**config.mk**
```make
export PLATFORM = sky130hd
export DESIGN_NAME = uarx_top
export DESIGN_NICKNAME = d
export VERILOG_FILES = /design/src/rtl/uarx_pkg.sv /design/src/rtl/uarx_ctrl.sv /design/src/rtl/uarx_dpath.sv /design/src/rtl/uarx_top.sv
export SDC_FILE = /design/constraint.sdc
export NUM_CORES = 1
export LEC_CHECK = 0
export ABC_AREA = 1
export BUFFER_PORTS_ARGS = -buffer_cell sky130_fd_sc_hd__buf_2
export CAP_MARGIN = 20
export CORE_MARGIN = 1
export CORE_UTILIZATION = 45
export DETAILED_ROUTE_END_ITERATION = 10
export PLACE_DENSITY = 0.65
export REMOVE_ABC_BUFFERS = 1
export SLEW_MARGIN = 20
export SYNTH_ARGS = -nofsm -noshare
export SYNTH_HDL_FRONTEND = slang
export SYNTH_SLANG_ARGS = --single-unit
export TNS_END_PERCENT = 1
```
**constraint.sdc**
```tcl
create_clock -name clk -period 2 [get_ports clk]
set_input_delay 0.4 -clock clk [delete_from_list [all_inputs] [get_ports clk]]
set_output_delay 0.4 -clock clk [all_outputs]
set_load 0.03 [all_outputs]
```
**src/rtl/uarx_pkg.sv**
```systemverilog
package uarx_pkg;
  localparam int DATA_BITS = 8;
  localparam int MAX_BITS  = DATA_BITS + 1;
  localparam int IDX_W     = $clog2(MAX_BITS);

  // Strobes from the control FSM to the datapath.
  typedef struct packed {
    logic             startFrame;
    logic             sampleBit;
    logic             bitVal;
    logic [IDX_W-1:0] bitIdx;
    logic             frameDone;
    logic             stopOk;
  } uarx_strobe_t;

  // One queued character with its own flags.
  typedef struct packed {
    logic                 ninth;
    logic                 ferr;
    logic [DATA_BITS-1:0] data;
  } uarx_char_t;
endpackage

```
**src/rtl/uarx_ctrl.sv**
```systemverilog
module uarx_ctrl
  import uarx_pkg::*;
#(
  parameter int OVS = 16
) (
  input  logic         clk,
  input  logic         rstN,
  input  logic         rxIn,
  input  logic         baudTick,
  input  logic         portEn,
  input  logic         contEn,
  input  logic         frame9,
  input  logic         overrunErr,
  output uarx_strobe_t strb
);
  localparam int CNT_W = $clog2(OVS);
  localparam logic [CNT_W-1:0] HALF_LAST = CNT_W'(OVS / 2 - 1);
  localparam logic [CNT_W-1:0] FULL_LAST = CNT_W'(OVS - 1);

  typedef enum logic [2:0] {S_ARM, S_IDLE, S_START, S_DATA, S_STOP} state_t;

  state_t           state;
  logic [CNT_W-1:0] tickCnt;
  logic [IDX_W-1:0] bitIdx;
  logic             rxMeta, rxSync;
  logic             runEn;
  logic [IDX_W-1:0] lastIdx;

  assign runEn   = portEn && contEn && !overrunErr;
  assign lastIdx = frame9 ? IDX_W'(MAX_BITS - 1) : IDX_W'(DATA_BITS - 1);

  always_ff @(posedge clk or negedge rstN) begin
    if (!rstN) begin
      rxMeta <= 1'b1;
      rxSync <= 1'b1;
    end else begin
      rxMeta <= rxIn;
      rxSync <= rxMeta;
    end
  end

  always_comb begin
    strb           = '0;
    strb.bitVal    = rxSync;
    strb.bitIdx    = bitIdx;
    strb.stopOk    = rxSync;
    if (runEn && baudTick) begin
      case (state)
        S_IDLE:  strb.startFrame = !rxSync;
        S_DATA:  strb.sampleBit  = (tickCnt == FULL_LAST);
        S_STOP:  strb.frameDone  = (tickCnt == FULL_LAST);
        default: ;
      endcase
    end
  end

  always_ff @(posedge clk or negedge rstN) begin
    if (!rstN) begin
      state   <= S_ARM;
      tickCnt <= '0;
      bitIdx  <= '0;
    end else if (!runEn) begin
      state   <= S_ARM;
      tickCnt <= '0;
      bitIdx  <= '0;
    end else begin
      case (state)
        S_ARM: if (rxSync) state <= S_IDLE;
        S_IDLE: begin
          if (strb.startFrame) begin
            state   <= S_START;
            tickCnt <= '0;
          end
        end
        S_START: begin
          if (baudTick) begin
            if (tickCnt == HALF_LAST) begin
              tickCnt <= '0;
              bitIdx  <= '0;
              state   <= rxSync ? S_ARM : S_DATA;
            end else begin
              tickCnt <= tickCnt + 1'b1;
            end
          end
        end
        S_DATA: begin
          if (baudTick) begin
            if (tickCnt == FULL_LAST) begin
              tickCnt <= '0;
              if (bitIdx == lastIdx) state <= S_STOP;
              else bitIdx <= bitIdx + 1'b1;
            end else begin
              tickCnt <= tickCnt + 1'b1;
            end
          end
        end
        S_STOP: begin
          if (baudTick) begin
            if (tickCnt == FULL_LAST) begin
              tickCnt <= '0;
              state   <= S_ARM;
            end else begin
              tickCnt <= tickCnt + 1'b1;
            end
          end
        end
        default: state <= S_ARM;
      endcase
    end
  end

  AST_PORT_OFF_SILENT: assert property (@(posedge clk) disable iff (!rstN)
    !portEn |=> !strb.frameDone);
  AST_HALT_ON_OVERRUN: assert property (@(posedge clk) disable iff (!rstN)
    overrunErr |=> !strb.startFrame);
  AST_START_NEEDS_IDLE: assert property (@(posedge clk) disable iff (!rstN)
    strb.frameDone |=> !strb.startFrame);
endmodule

```
**src/rtl/uarx_dpath.sv**
```systemverilog
module uarx_dpath
  import uarx_pkg::*;
#(
  parameter int DEPTH = 2
) (
  input  logic                 clk,
  input  logic                 rstN,
  input  uarx_strobe_t         strb,
  input  logic                 frame9,
  input  logic                 addrEn,
  input  logic                 contEn,
  input  logic                 rdStrobe,
  output logic [DATA_BITS-1:0] rdData,
  output logic                 rdNinth,
  output logic                 rdFrameErr,
  output logic                 dataValid,
  output logic                 overrunErr
);
  localparam int PTR_W = (DEPTH > 1) ? $clog2(DEPTH) : 1;
  localparam int CNT_W = $clog2(DEPTH + 1);
  localparam logic [CNT_W-1:0] FULL_CNT = CNT_W'(DEPTH);

  logic [MAX_BITS-1:0] shiftReg;
  uarx_char_t          slots [DEPTH];
  logic [PTR_W-1:0]    wrPtr, rdPtr;
  logic [CNT_W-1:0]    count;
  logic                accept, rdPop, push, isFull;
  uarx_char_t          newChar;

  function automatic logic [PTR_W-1:0] ptrNext(input logic [PTR_W-1:0] p);
    return (p == PTR_W'(DEPTH - 1)) ? '0 : p + 1'b1;
  endfunction

  always_ff @(posedge clk or negedge rstN) begin
    if (!rstN) begin
      shiftReg <= '0;
    end else if (strb.startFrame) begin
      shiftReg <= '0;
    end else if (strb.sampleBit) begin
      shiftReg[strb.bitIdx] <= strb.bitVal;
    end
  end

  assign isFull  = (count == FULL_CNT);
  assign rdPop   = rdStrobe && (count != '0);
  assign accept  = strb.frameDone && (!(addrEn && frame9) || shiftReg[MAX_BITS-1]);
  assign push    = accept && (!isFull || rdPop);
  assign newChar = '{ninth: frame9 && shiftReg[MAX_BITS-1],
                     ferr:  !strb.stopOk,
                     data:  shiftReg[DATA_BITS-1:0]};

  always_ff @(posedge clk) begin
    if (push) slots[wrPtr] <= newChar;
  end

  always_ff @(posedge clk or negedge rstN) begin
    if (!rstN) begin
      wrPtr <= '0;
      rdPtr <= '0;
      count <= '0;
    end else begin
      if (push)  wrPtr <= ptrNext(wrPtr);
      if (rdPop) rdPtr <= ptrNext(rdPtr);
      case ({push, rdPop})
        2'b10:   count <= count + 1'b1;
        2'b01:   count <= count - 1'b1;
        default: ;
      endcase
    end
  end

  always_ff @(posedge clk or negedge rstN) begin
    if (!rstN) overrunErr <= 1'b0;
    else if (!contEn) overrunErr <= 1'b0;
    else if (accept && isFull && !rdPop) overrunErr <= 1'b1;
  end

  assign dataValid  = (count != '0);
  assign rdData     = dataValid ? slots[rdPtr].data  : '0;
  assign rdNinth    = dataValid ? slots[rdPtr].ninth : 1'b0;
  assign rdFrameErr = dataValid ? slots[rdPtr].ferr  : 1'b0;

  AST_COUNT_BOUND: assert property (@(posedge clk) disable iff (!rstN)
    count <= FULL_CNT);
  AST_ADDR_DROP: assert property (@(posedge clk) disable iff (!rstN)
    (strb.frameDone && addrEn && frame9 && !shiftReg[MAX_BITS-1] && !rdStrobe)
      |=> $stable(count));
  AST_OVERRUN_SET: assert property (@(posedge clk) disable iff (!rstN)
    (accept && isFull && !rdStrobe && contEn) |=> overrunErr);
  AST_OVERRUN_CLEAR: assert property (@(posedge clk) disable iff (!rstN)
    !contEn |=> !overrunErr);
  AST_READ_KEEPS_OVR: assert property (@(posedge clk) disable iff (!rstN)
    (overrunErr && contEn) |=> overrunErr);
endmodule

```
**src/rtl/uarx_top.sv**
```systemverilog
module uarx_top
  import uarx_pkg::*;
#(
  parameter int OVS   = 16,
  parameter int DEPTH = 2
) (
  input  logic                 clk,
  input  logic                 rstN,
  input  logic                 rxIn,
  input  logic                 baudTick,
  input  logic                 portEn,
  input  logic                 contEn,
  input  logic                 frame9,
  input  logic                 addrEn,
  input  logic                 rdStrobe,
  output logic [DATA_BITS-1:0] rdData,
  output logic                 rdNinth,
  output logic                 rdFrameErr,
  output logic                 dataValid,
  output logic                 overrunErr
);
  uarx_strobe_t strb;

  uarx_ctrl #(.OVS(OVS)) ctrl_i (
    .clk(clk), .rstN(rstN), .rxIn(rxIn), .baudTick(baudTick),
    .portEn(portEn), .contEn(contEn), .frame9(frame9),
    .overrunErr(overrunErr), .strb(strb)
  );

  uarx_dpath #(.DEPTH(DEPTH)) dpath_i (
    .clk(clk), .rstN(rstN), .strb(strb), .frame9(frame9), .addrEn(addrEn),
    .contEn(contEn), .rdStrobe(rdStrobe), .rdData(rdData), .rdNinth(rdNinth),
    .rdFrameErr(rdFrameErr), .dataValid(dataValid), .overrunErr(overrunErr)
  );
endmodule

```
After elaboration in Yosys (flattened, before gate mapping)
Memories as Yosys holds them, arrays and structs flattened.
Cells that the tools add are included.

word-level totals
  flip-flop bits (word level) = 27
  memory bits (writable) = 20
  input port bits = 9
  memories kept = 1

memories
  name           words  bits a word  read ports  clocked after memory_dff  wr ports  line              text
  dpath_i.slots  2      10           1           0                         1         uarx_dpath.sv:24  uarx_char_t slots [DEPTH];

cells by class
  $add $sub $neg = 6
  $lt $le $gt $ge = 2
  equality and inequality tests = 24
  multiplexer cells = 47
  reductions and logical operators = 26

operators by type and width
  operator                                                                      count
  4-bit 2-to-1 mux                                                              13
  3-bit 2-to-1 mux                                                              10
  3-bit != test, second input constant                                          10
  9-bit 2-to-1 mux                                                              2
  3-bit one-hot mux with 5 select lines                                         1
  1-bit 2-to-1 mux                                                              13
  4-bit one-hot mux with 3 select lines                                         1
  1-bit logical AND                                                             11
  9-bit bitwise mux                                                             1
  9-bit AND reduction                                                           1
  4-bit by 1-bit adder with 4-bit output, second input constant                 2
  8-bit 2-to-1 mux                                                              1
  4-bit one-hot mux with 2 select lines                                         1
  3-bit by 2-bit == test with 1-bit output, second input constant               2
  3-bit by 2-bit != test with 1-bit output, second input constant               2
  6-bit AND reduction                                                           1
  2-bit nonzero test                                                            3
  1-bit logical NOT                                                             5
  4-bit by 5-bit less-than comparator with 1-bit output, second input constant  1
  1-bit demux with 4-bit select                                                 1
  2-bit == test, second input constant                                          2
  4-bit by 3-bit == test with 1-bit output, second input constant               1
  4-bit == test                                                                 1
  4-bit == test, second input constant                                          1
  15 further kinds                                                              18

Logic depth before layout (Yosys ltp)
Gate-level depths: netlist (run 1).

  depth after elaboration = 9
  mapped depth = 10

Hierarchy
A second synthesis (run 1) with hierarchy kept.

second synthesis, totals
  cell total of the unflattened synthesis = 287
  area, all modules = 2477.4 µm²

by module, submodules not included
  module      times used  cells each  area an instance (µm²)
  uarx_dpath  1           160         1539.0
  uarx_ctrl   1           127         938.4

Worst setup path after synthesis (run 1)
Ideal clock, no wire load.

  path kind = register to register
  start = reg ctrl_i.tickCnt[0]
  end = mem dpath_i.slots[1][0] (netlist name) (enable)
  library setup time = 0.376 ns
  arrival time = 1.660 ns
  setup slack = -0.036 ns
  cell stages (with the launch flop) = 8
  period minus slack after synthesis = 2.036 ns
  cells stage by stage = dfrtp_1 ha_1 nand4_2 inv_1 nand4_1 nor2_2 inv_1 nor2_1

between the ends
  longest elaborated chain between the ends = 7

RTL lines
  item                                    line              text
  start: declaration                      uarx_ctrl.sv:23   logic [CNT_W-1:0] tickCnt;
  start signal: assignment                uarx_ctrl.sv:82   tickCnt <= tickCnt + 1'b1;
  start signal: assignment                uarx_ctrl.sv:93   tickCnt <= tickCnt + 1'b1;
  start signal: assignment                uarx_ctrl.sv:103  tickCnt <= tickCnt + 1'b1;
  4-bit == test                           uarx_ctrl.sv:51   S_STOP: strb.frameDone = (tickCnt == FULL_LAST);
  1-bit 2-to-1 mux                        uarx_ctrl.sv:48   case (state)
  1-bit 2-to-1 mux                        uarx_ctrl.sv:47   if (runEn && baudTick) begin
  1-bit logical AND                       uarx_dpath.sv:46  assign accept = strb.frameDone && (!(addrEn && frame9) || shiftReg[MAX_BITS-1]);
  1-bit logical AND                       uarx_dpath.sv:47  assign push = accept && (!isFull || rdPop);
  1-bit 2-to-1 mux                        uarx_dpath.sv:53  if (push) slots[wrPtr] <= newChar;
  1-bit 2-to-1 mux (not written as such)  uarx_dpath.sv:53
  end: declaration                        uarx_dpath.sv:24

No other way between the ends.

Final worst setup path (run 1)
  start = reg ctrl_i.tickCnt[0]
  end = reg dpath_i.count[1]

between the ends
  longest elaborated chain between the ends = 7
  elaborated cells between the ends (all ways) = 9

RTL lines
  item                                                                         line              text
  4-bit == test *                                                              uarx_ctrl.sv:51
  1-bit 2-to-1 mux *                                                           uarx_ctrl.sv:48
  1-bit 2-to-1 mux *                                                           uarx_ctrl.sv:47
  1-bit logical AND *                                                          uarx_dpath.sv:46
  1-bit logical AND *                                                          uarx_dpath.sv:47
  2-bit by 1-bit == test with 1-bit output or 2-bit == test (tied branches)    uarx_dpath.sv:64  case ({push, rdPop})
  2-bit one-hot mux with 2 select lines or 2-bit nonzero test (tied branches)  --
  end signal: assignment                                                       uarx_dpath.sv:65  2'b10: count <= count + 1'b1;
  end signal: assignment                                                       uarx_dpath.sv:66  2'b01: count <= count - 1'b1;
  end: declaration                                                             uarx_dpath.sv:26  logic [CNT_W-1:0] count;

Every way passes the cells marked *; elsewhere a longest branch is shown, timed or not.
A chain may end at the register's enable or synchronous reset.

==> summary.txt, run 1 <==
result of the run: complete, no violations
type of element launching the critical path: flip-flop
maximum level of the CTS H-tree: 2
Hold Path Class: primary input to async pin
Final Hold Fails: 0
final WL: 4218 um
most frequent cells in the layout: sky130_fd_sc_hd__nand2_1, sky130_fd_sc_hd__dfrtp_1, sky130_fd_sc_hd__nand3_1
clock transition at the registers of the reported paths: 90 ps
global-route wire length before repair: 7176 um
Main synth FF type: sky130_fd_sc_hd__dfrtp_1
number of max-slew violations in the final report: 0
DRC Markers: 0
remaining number of nets flagged by the antenna check after routing: 0
average cell area after synthesis: 9.302 um2
clock latency reported for the late side of the worst-skew pair: 290 ps
Required @ worst endpoint: 2190 ps
Antenna diodes: 0
Unique masters post-synth: 30
RSZ-0062 raised after global routing: false
clock period minus worst slack: 1859 ps
family with the most delay on the worst path: adder cells
pin count of the biggest net entering global routing: 28
die outline width: 74.32 um
weighted congestion at the end of routability-driven global placement: 0.8623
DRC violation total after the first TritonRoute iteration: 70
number of buffers on the longest clock path: 2
hold-fix buffer count after cts: 0
synthesis warning total: 0
Slew Limit Headroom: 59.19%
type of the setup path with the least slack: flip-flop to flip-flop
setup_tns: 0 ps
total die area: 0.005523 mm2
CORE AREA: 0.004880 mm2
cell occurring most often along the worst timing path: sky130_fd_sc_hd__inv_1
final setup skew: 8.764 ps
largest fanout of any net on the critical path: 5
Vert. Die Dim: 74.32 um
number of flops mapped to enable cells by yosys: 20
Worst Hold Slack: 107.8 ps
post-synthesis sequential element count: 47
internal reg-to-reg setup slack: 140 ps
Reg area: 0.001279 mm2
crit share post-route: 92.97%
layout overhead on the synthesized area: 15.58%
average via count per standard cell: 5.023
vias in the first global route: 1604
Arrival @ worst endpoint: 2050 ps
netlist area before placement: 0.002354 mm2
share of cells above drive strength 1: 21.33%
number of inserted filler cells in the final layout: 456
max capacitance violation total: 0
Final nets: 300
number of failing setup endpoints in the final timing report: 0
multi-input combinational cell area: 963.4 um2
Sinks on Clock Net: 47
cell type of the slowest stage on the worst timing path: sky130_fd_sc_hd__dfrtp_1
clock tree root driver cell: sky130_fd_sc_hd__clkbuf_8
average routed wire per standard cell: 11.95 um
aggregate global-route resource usage: 17.06%
number of antenna violations at the first check in global routing: 0
Slew @ Worst Pin: 612.1 ps
IO Pins: 21
number of buffers created by CTS: 5
number of instances in the synthesized netlist: 253
category of the worst setup path capture point: flip-flop
upper clock frequency limit: 537.8 MHz
number of vias after detailed routing: 1773
number of placement rows: 25
Finished Core Util: 55.74%
count of buffering cells on the critical path with inverters included: 2
global route overflow: 0
Critical Path, Cell by Cell: ha_2 -> nand4_2 -> inv_1 -> nand4_1 -> nor2_2 -> inv_1 -> ha_4 -> a21oi_1 -> o21ai_1 -> xnor2_1
initial core utilization: 48.23%
count of buffers inserted at the top-level ports: 20
most frequent standard cell in the layout excluding fill and tap cells: sky130_fd_sc_hd__nand2_1
FFs w/ async S/R, synth: 57.45%
power density cells: 814.9 mW/mm2
clock tree from TritonCTS: yes
sequential-to-total area share from yosys stat: 54.33%
static leakage: 1.280 nW
number of detailed-routing iterations run before antenna repair: 4
DP HPWL: 3008 um
CP peak stage delay: 430 ps
peak supply drop: 0.3770 mV
-- logic make-up (layout without fill, tap and decap cells) --
kind of cell    Yosys count  in the layout  share of synthesized area, %
compound gates           38             38                         8.772
xor+xnor                  7              7                         2.605
fa+ha+maj                 6              6                         3.190
buf+inv                  31             64                         5.582
flops                    47             47                         54.33
simple gates            124            124                         25.52
-- area by class of cell --
| type | instances | area share, % |
|---|---|---|
| clock buffer | 5 | 2.530 |
| clock inverter | 3 | 1.610 |
| inverter | 25 | 3.634 |
| multi-input combinational | 175 | 35.42 |
| sequential | 47 | 47.01 |
| tap | 67 | 3.082 |
| timing repair buffer | 31 | 6.716 |
-- what timing repair did --
action,CTS,global route
gates resized for setup,0,5
setup buffers,0,1
endpoints found under the setup margin,0,1
-- per-layer routing --
| metal | wire length, um | global-route usage, % |
|---|---|---|
| met5 | 0 | 0 |
| met4 | 40 | 5.031 |
| met3 | 141 | 3.659 |
| met2 | 1986 | 28.18 |
| met1 | 2049 | 22.74 |
-- path summary, 6_finish.rpt --
path,from,to,cells after the start
worst max register to register,ctrl_i.tickCnt[0],dpath_i.count[1],10
worst min-delay path,rstN,ctrl_i.state[2],1
worst min register to register,ctrl_i.rxMeta,ctrl_i.rxSync,0
worst max-delay path,ctrl_i.tickCnt[0],dpath_i.count[1],10
min in group clk,rxIn,ctrl_i.rxMeta,1
max in group asynchronous,rstN,dpath_i.shiftReg[7],1
-- report_power, final --
part           switching (mW)  total (mW)  internal (mW)
combinational           0.304       0.455          0.150
clock                   0.310       0.682          0.372
sequential             0.0394        1.08           1.04
total                   0.654        2.22           1.56
-- cell usage after synthesis, types with 2 or more instances --
library cell,n,share of area [%]
sky130_fd_sc_hd__nand2_4,2,0.96
sky130_fd_sc_hd__o21ai_1,12,2.6
sky130_fd_sc_hd__buf_4,2,0.64
sky130_fd_sc_hd__nor2_1,11,1.8
sky130_fd_sc_hd__edfxtp_1,20,26
sky130_fd_sc_hd__buf_2,2,0.43
sky130_fd_sc_hd__inv_1,20,3.2
sky130_fd_sc_hd__nand2_2,2,0.53
sky130_fd_sc_hd__nand4_2,2,1.1
sky130_fd_sc_hd__a21oi_1,15,3.2
sky130_fd_sc_hd__o211ai_1,4,1.3
sky130_fd_sc_hd__inv_2,3,0.48
sky130_fd_sc_hd__nand3_1,22,4.7
sky130_fd_sc_hd__nand2_1,65,10
sky130_fd_sc_hd__ha_1,6,3.2
sky130_fd_sc_hd__xnor2_1,2,0.74
sky130_fd_sc_hd__nand4_1,14,3.7
sky130_fd_sc_hd__dfrtp_1,25,27
sky130_fd_sc_hd__clkbuf_1,2,0.32
sky130_fd_sc_hd__xor2_1,5,1.9
sky130_fd_sc_hd__dfstp_2,2,2.2
sky130_fd_sc_hd__nor2_2,3,0.80
sky130_fd_sc_hd__o21ai_0,5,1.1
-- state kept, by name, summed over array words and instances (netlist names) --
name / count
ctrl_i.tickCnt: 4
ctrl_i.state: 3
dpath_i.overrunErr: 1
ctrl_i.rxMeta: 1
ctrl_i.rxSync: 1
dpath_i.wrPtr: 1
dpath_i.slots: 20
ctrl_i.bitIdx: 4
dpath_i.count: 2
dpath_i.rdPtr: 1
dpath_i.shiftReg: 9
-- worst reg2reg max path: stages, from the launching register on --
cell and delay [ps]:
sky130_fd_sc_hd__dfrtp_1 430, sky130_fd_sc_hd__ha_2 220, sky130_fd_sc_hd__nand4_2 110, sky130_fd_sc_hd__inv_1 70
sky130_fd_sc_hd__nand4_1 100, sky130_fd_sc_hd__nor2_2 160, sky130_fd_sc_hd__inv_1 100, sky130_fd_sc_hd__ha_4 250
sky130_fd_sc_hd__a21oi_1 110, sky130_fd_sc_hd__o21ai_1 90, sky130_fd_sc_hd__xnor2_1 120
-- metrics by stage --
stage	power (mW)	worst slack (ps)	instances	area, um2
after floorplan	1.382	-41.06	247	2321
after global placement	1.540	119.7	344	2580
after detailed placement	1.548	79.19	344	2580
after CTS	2.241	61.50	352	2693
after global routing	2.351	18.21	353	2720
final	2.217	140.7	353	2720
(Power assumes the default switching activity.)
==> run 2, diff against run 1 <==
--- a/config.mk
+++ b/config.mk
@@ -5,7 +5,6 @@
 export SDC_FILE = /design/constraint.sdc
 export NUM_CORES = 1
 export LEC_CHECK = 0
-export ABC_AREA = 1
 export BUFFER_PORTS_ARGS = -buffer_cell sky130_fd_sc_hd__buf_2
 export CAP_MARGIN = 20
 export CORE_MARGIN = 1
==> run 2 against run 1 <==
Against the previous run: global-route usage grew 0.17 points; non-clock buffer count grew 7; synthesized cell count shrank 17%; clock power grew 2%; first-iteration DRC count shrank 5.7%; register-to-register slack gained 20 ps; critical path depth shrank 4; final cell count shrank 9.9%; wire length grew 3.2%; cell area grew 3.9%; power shrank 1.6%; via count shrank 6.7%; largest power group unchanged; highest routed layer unchanged.
==> summary.txt, run 2 <==
part of the power in registers: 51.7% (+3.0 points)
vias in the first global route: 1537 (-4.2%)
upper clock frequency limit: 542.5 MHz (+0.86%)
die outline width: 75.16 um (+1.1%)
most frequent standard cell in the layout excluding fill and tap cells: sky130_fd_sc_hd__dfrtp_1
Slew Limit Headroom: 58.33% (-0.86 points)
number of max-slew violations in the final report: 0 (unchanged)
aggregate global-route resource usage: 17.23% (+0.17 points)
final WL: 4354 um (+3.2%)
cell type of the slowest stage on the worst timing path: sky130_fd_sc_hd__dfrtp_1
endpoint of the lowest-slack register-to-register path: dpath_i.count[1]
overall power of the completed layout: 2.182 mW (-1.6%)
static leakage: 1.264 nW (-1.2%)
average routed wire per standard cell: 13.69 um (+15%)
hold-fix buffer count after cts: 0 (unchanged)
Sinks on Clock Net: 47 (unchanged)
IO Pins: 21 (unchanged)
setup_tns: 0 ps (unchanged)
peak supply drop: 0.4476 mV (+19%)
Critical Path End: dpath_i.count[1]
share of cells above drive strength 1: 24.19% (+2.9 points)
global-route wire length before repair: 7182 um (about the same)
number of detailed-routing iterations run before antenna repair: 4 (unchanged)
cell accounting for the most synthesized area: sky130_fd_sc_hd__dfrtp_1
maximum level of the CTS H-tree: 2 (unchanged)
Reg2Reg Depth: 6 (-4)
number of buffers on the longest clock path: 2 (unchanged)
layout overhead on the synthesized area: 17.30%
cell types occupying the most area after synthesis: sky130_fd_sc_hd__dfrtp_1, sky130_fd_sc_hd__edfxtp_1, sky130_fd_sc_hd__mux2i_1
Slew @ Worst Pin: 625.0 ps (+12.94 ps)
Final Hold Fails: 0 (unchanged)
type of the setup path with the least slack: flip-flop to flip-flop
number of vias after detailed routing: 1654 (-6.7%)
Critical Path, Cell by Cell: nand3b_1 -> a21oi_2 -> nand2_1 -> ha_1 -> nor2_1 -> xor2_1
Unique masters post-synth: 53 (+77%)
number of failing setup endpoints in the final timing report: 0 (unchanged)
clock transition at the registers of the reported paths: 90 ps (about the same)
DRC violation total after the first TritonRoute iteration: 66 (-5.7%)
number of placement rows: 26 (+4.0%)
Final nets: 262 (-13%)
max capacitance violation total: 0 (unchanged)
most frequent cells after synthesis: sky130_fd_sc_hd__dfrtp_1, sky130_fd_sc_hd__edfxtp_1, sky130_fd_sc_hd__nor2_1, sky130_fd_sc_hd__mux2i_1, sky130_fd_sc_hd__nand2_1
portion of total power attributed to the clock network: 32.0% (+1.2 points)
clock latency reported for the late side of the worst-skew pair: 300 ps (about the same)
top cell type's share of synthesized area: 25.97% (-0.61 points)
Internal Power: 1.566 mW (+0.20%)
clock period minus worst slack: 1843 ps (-15.91 ps)
power density cells: 772.4 mW/mm2 (-5.2%)
Main synth FF type: sky130_fd_sc_hd__dfrtp_1
crit share post-route: 92.17% (-0.80 points)
clock tree from TritonCTS: yes
Vert. Die Dim: 75.16 um (+1.1%)
category of the worst setup path capture point: flip-flop
most frequent cells in the layout: sky130_fd_sc_hd__dfrtp_1, sky130_fd_sc_hd__nor2_1, sky130_fd_sc_hd__edfxtp_1, sky130_fd_sc_hd__buf_2, sky130_fd_sc_hd__mux2i_1
count of buffers inserted at the top-level ports: 20 (unchanged)
Required @ worst endpoint: 2230 ps (+40 ps)
FFs w/ async S/R, synth: 57.45% (unchanged)
number of instances in the synthesized netlist: 209 (-17%)
pin count of the biggest net entering global routing: 28 (unchanged)
average via count per standard cell: 5.201 (+3.6%)
sequential-to-total area share from yosys stat: 53.09% (-1.2 points)
remaining number of nets flagged by the antenna check after routing: 0 (unchanged)
max reg flops: 20 (unchanged)
initial core utilization: 46.86% (-1.4 points)
CP peak stage delay: 400 ps (-30 ps)
Psw: 0.6164 mW (-5.8%)
largest fanout of any net on the critical path: 8 (+3)
netlist area before placement: 0.002409 mm2 (+2.3%)
Arrival @ worst endpoint: 2070 ps (+20 ps)
global route overflow: 0 (unchanged)
CORE AREA: 0.005140 mm2 (+5.3%)
type of element launching the critical path: flip-flop
startpoint of the most critical register-to-register path: dpath_i.overrunErr
final setup skew: 7.718 ps (-1.046 ps)
internal reg-to-reg setup slack: 160 ps (+20 ps)
number of antenna violations at the first check in global routing: 0 (unchanged)
weighted congestion at the end of routability-driven global placement: 0.9242 (+7.2%)
DRC Markers: 0 (unchanged)
Worst Hold Slack: 100.7 ps (-7.144 ps)
average cell area after synthesis: 11.52 um2 (+24%)
Antenna diodes: 0 (unchanged)
total die area: 0.005649 mm2 (+2.3%)
register with the most flip-flops: dpath_i.slots
biggest regs: dpath_i.slots x20, dpath_i.shiftReg x9
clock tree root driver cell: sky130_fd_sc_hd__clkbuf_8
net switching fraction of the power: 28.25% (-1.3 points)
first element of the critical path: dpath_i.overrunErr
result of the run: complete, no violations
synthesis warning total: 0 (unchanged)
RSZ-0062 raised after global routing: true
DP HPWL: 3084 um (+2.5%)
number of buffers created by CTS: 5 (unchanged)
number of flops mapped to enable cells by yosys: 20 (unchanged)
power share of the combinational group: 16.2% (-4.3 points)
post-synthesis sequential element count: 47 (unchanged)
Hold Path Class: primary input to async pin
most instantiated library cell after synthesis: sky130_fd_sc_hd__dfrtp_1
run 2: through the flow:
step           utilization, %  cell area, um2  setup slack, ps  std cells
2_1_floorplan               -            2361           -37.85        202
3_3_place_gp            52.46            2696            147.9        310
3_5_place_dp            52.46            2696            136.3        310
4_1_cts                 54.65            2809            74.40        318
5_1_grt                 54.97            2825           -25.74        318
6_report                54.97            2825            156.6        318
run 2: power groups by stage:
stage               sequential [mW]  clock [mW]  combinational [mW]
floorplan                      1.13           0               0.245
global placement               1.15           0               0.352
detailed placement             1.15           0               0.359
CTS                            1.13       0.707               0.360
global route                   1.14       0.744               0.403
finish                         1.13       0.699               0.354
run 2: cells by family (layout without fill, tap and decap cells):
| logic type | Yosys count | after routing | synth area share, % |
|---|---|---|---|
| simple gates | 83 | 83 | 20.31 |
| flops | 47 | 47 | 53.09 |
| compound gates | 34 | 34 | 9.300 |
| mux | 19 | 19 | 7.948 |
| buf+inv | 13 | 52 | 2.909 |
| xor+xnor | 7 | 7 | 3.325 |
| fa+ha+maj | 6 | 6 | 3.117 |
run 2: worst min path at each step:
stage / endpoint / slack, ps / cells past startpoint
6_report: ctrl_i.tickCnt[2] / 100 / 1
2_1_floorplan: ctrl_i.bitIdx[0] / 100 / 0
5_1_grt: ctrl_i.tickCnt[2] / 150 / 1
3_5_place_dp: ctrl_i.rxSync / 350 / 0
3_3_place_gp: ctrl_i.rxSync / 350 / 0
4_1_cts: ctrl_i.tickCnt[2] / 130 / 1
run 2: layer usage:
layer	vias to the layer above	GRT usage [%]	routed length, um	part of all wire (%)
met5	-	0	0	0
met4	0	5.556	56	1.3
met3	7	4.016	140	3.2
met2	30	27.83	2038	47
met1	787	23.10	2119	49
li1	830	-	-	-
run 2: timing repair:
item | in CTS | in global routing
buffers inserted | 0 | 0
setup endpoints to repair | 0 | 9
gates resized for setup | 0 | 4
run 2: final cells by class:
type | instances | area, um2
tap | 70 | 87.58
fill | 470 | 2315
sequential | 47 | 1280
timing repair buffer | 38 | 247.7
inverter | 6 | 22.52
clock buffer | 5 | 68.82
multi-input combinational | 149 | 1075
clock inverter | 3 | 43.79
run 2: worst max-delay path, delay by kind of cell, from the launching register on:
family / cells / cell delay (ps)
xor gates and xnor gates: 1 / 150
and+or+nand+nor: 3 / 640
DFF: 1 / 400
AOI/OAI and AO/OA: 1 / 230
adders and majority gates: 1 / 340
==> run 3, diff against run 2 <==
==> constraint.sdc (replaced) <==
create_clock -name clk -period 2 [get_ports clk]
set_input_delay 0.2 -clock clk [delete_from_list [all_inputs] [get_ports clk]]
set_output_delay 0.2 -clock clk [all_outputs]
set_load 0.03 [all_outputs]
==> run 3 against run 2 <==
Against the previous run: worst setup slack lost 7.1 ps; worst hold slack gained 54 ps; combinational power is essentially flat; wire length grew 0.64%; critical path depth shrank 1; count of clock-buffer cells in the layout is the same; die area is the same; cell area shrank 0.35%; largest power group unchanged; highest routed layer unchanged.
==> summary.txt, run 3 (same netlist as run 2, synthesis figures left out) <==
result of the run: complete, no violations
most frequent cells in the layout: sky130_fd_sc_hd__dfrtp_1, sky130_fd_sc_hd__nor2_1, sky130_fd_sc_hd__edfxtp_1, sky130_fd_sc_hd__buf_2, sky130_fd_sc_hd__mux2i_1
final setup skew: 8.626 ps (+0.9078 ps)
number of inserted filler cells in the final layout: 479 (+1.9%)
register with the most flip-flops: dpath_i.slots
static leakage: 1.256 nW (-0.60%)
remaining number of nets flagged by the antenna check after routing: 0 (unchanged)
number of buffers on the longest clock path: 2 (unchanged)
total die area: 0.005649 mm2 (unchanged)
post-route standard cell area excluding fillers: 0.002815 mm2 (-0.35%)
IO Pins: 21 (unchanged)
average routed wire per standard cell: 13.78 um (+0.64%)
Vert. Die Dim: 75.16 um (unchanged)
Hold Path Class: primary input to flip-flop
max reg flops: 20 (unchanged)
global route overflow: 0 (unchanged)
aggregate global-route resource usage: 17.05% (-0.18 points)
power density cells: 779.7 mW/mm2 (+0.95%)
number of max-slew violations in the final report: 0 (unchanged)
largest fanout of any net on the critical path: 4 (-4)
RSZ-0062 raised after global routing: false
clock tree from TritonCTS: yes
die outline width: 75.16 um (unchanged)
vias in the first global route: 1528 (-0.59%)
clock period minus worst slack: 1851 ps (+7.067 ps)
most frequent standard cell in the layout excluding fill and tap cells: sky130_fd_sc_hd__dfrtp_1
overall power of the completed layout: 2.195 mW (+0.59%)
DP HPWL: 3071 um (-0.44%)
clock transition at the registers of the reported paths: 90 ps (about the same)
type of the setup path with the least slack: flip-flop to flip-flop
standard cell area after detailed placement: 0.002669 mm2 (-1.0%)
CORE AREA: 0.005140 mm2 (unchanged)
type of element launching the critical path: flip-flop
layout overhead on the synthesized area: 16.88%
number of failing setup endpoints in the final timing report: 0 (unchanged)
DRC Markers: 0 (unchanged)
pin count of the biggest net entering global routing: 28 (unchanged)
Finished Core Util: 54.77% (-0.19 points)
clock tree root driver cell: sky130_fd_sc_hd__clkbuf_8
Post-CTS Setup Inserts: 0 (unchanged)
max capacitance violation total: 0 (unchanged)
upper clock frequency limit: 540.4 MHz (-0.38%)
maximum level of the CTS H-tree: 2 (unchanged)
DRC violation total after the first TritonRoute iteration: 96 (+45%)
number of placement rows: 26 (unchanged)
final WL: 4382 um (+0.64%)
weighted congestion at the end of routability-driven global placement: 0.9154 (-0.95%)
Required @ worst endpoint: 2190 ps (-40 ps)
number of detailed-routing iterations run before antenna repair: 4 (unchanged)
Arrival @ worst endpoint: 2040 ps (-30 ps)
biggest regs: dpath_i.slots x20, dpath_i.shiftReg x9
Slew Limit Headroom: 57.23% (-1.1 points)
Final Hold Fails: 0 (unchanged)
number of buffers created by CTS: 5 (unchanged)
global-route wire length before repair: 7196 um (+0.19%)
Slew @ Worst Pin: 641.6 ps (+16.54 ps)
multi-input combinational cell area: 0.001071 mm2 (-0.35%)
number of vias after detailed routing: 1650 (-0.24%)
average via count per standard cell: 5.189 (-0.24%)
initial core utilization: 46.86% (unchanged)
category of the worst setup path capture point: flip-flop
crit share post-route: 92.53% (+0.35 points)
Sinks on Clock Net: 47 (unchanged)
peak supply drop: 0.3891 mV (-13%)
number of antenna violations at the first check in global routing: 0 (unchanged)
Antenna diodes: 0 (unchanged)
Reg area: 0.001279 mm2 (about the same)
share of cells above drive strength 1: 22.58% (-1.6 points)
count of buffers inserted at the top-level ports: 20 (unchanged)
clock latency reported for the late side of the worst-skew pair: 300 ps (about the same)
Final nets: 262 (unchanged)
## run 3: cell type report
| class | instances | area share [%] |
|---|---|---|
| sequential | 47 | 45.42 |
| multi-input combinational | 149 | 38.04 |
| timing repair buffer | 38 | 8.533 |
| tap | 70 | 3.111 |
| clock buffer | 5 | 2.444 |
| clock inverter | 3 | 1.644 |
| inverter | 6 | 0.8000 |
## run 3: repair_timing
item / 4_1_cts / 5_1_grt
gates resized for setup: 0 / 2
hold buffers: 2 / 0
endpoints found under the hold margin: 26 / 0
setup endpoints to repair: 0 / 3
## run 3: final timing paths
path                       slack (ps)                  end                from  cells after the start
setup / recovery                  150  dpath_i.shiftReg[8]  dpath_i.overrunErr                      5
hold / removal                    150   dpath_i.overrunErr              contEn                      2
setup reg to reg                  150  dpath_i.shiftReg[8]  dpath_i.overrunErr                      5
hold reg to reg                   360        ctrl_i.rxSync       ctrl_i.rxMeta                      0
max in group asynchronous        1120  dpath_i.shiftReg[6]                rstN                      2
min in group asynchronous         440    ctrl_i.tickCnt[2]                rstN                      2
## run 3: layer usage
layer,vias to the layer above,routed length [um],GRT usage [%]
met3,2,132,3.748
li1,837,-,-
met1,787,2181,22.83
met4,0,29,4.321
met5,-,0,0
met2,24,2039,28.33
## run 3: worst max-delay path, stage by stage (launching register included)
cell and delay [ps]:
sky130_fd_sc_hd__dfrtp_1 420, sky130_fd_sc_hd__and3b_1 340, sky130_fd_sc_hd__nand3_4 100, sky130_fd_sc_hd__or3_4 360, sky130_fd_sc_hd__nor3b_2 190, sky130_fd_sc_hd__mux2_2 340
## run 3: report_power, final
part	switching, mW	leakage, nW	internal [mW]
Clock	0.337	0.0548	0.377
Combinational	0.199	0.620	0.156
Sequential	0.0889	0.581	1.04
Total	0.625	1.26	1.57
## run 3: stage by stage
stage	setup TNS [ps]	std cells	hold WS (ps)	worst slack [ps]
floorplan	-378.5	202	-95.59	-37.85
global placement	0	308	255.5	164.9
detailed placement	0	308	267.1	134.3
CTS	0	318	157.3	120.6
global route	0	318	166.6	13.78
finish	0	318	154.2	149.5
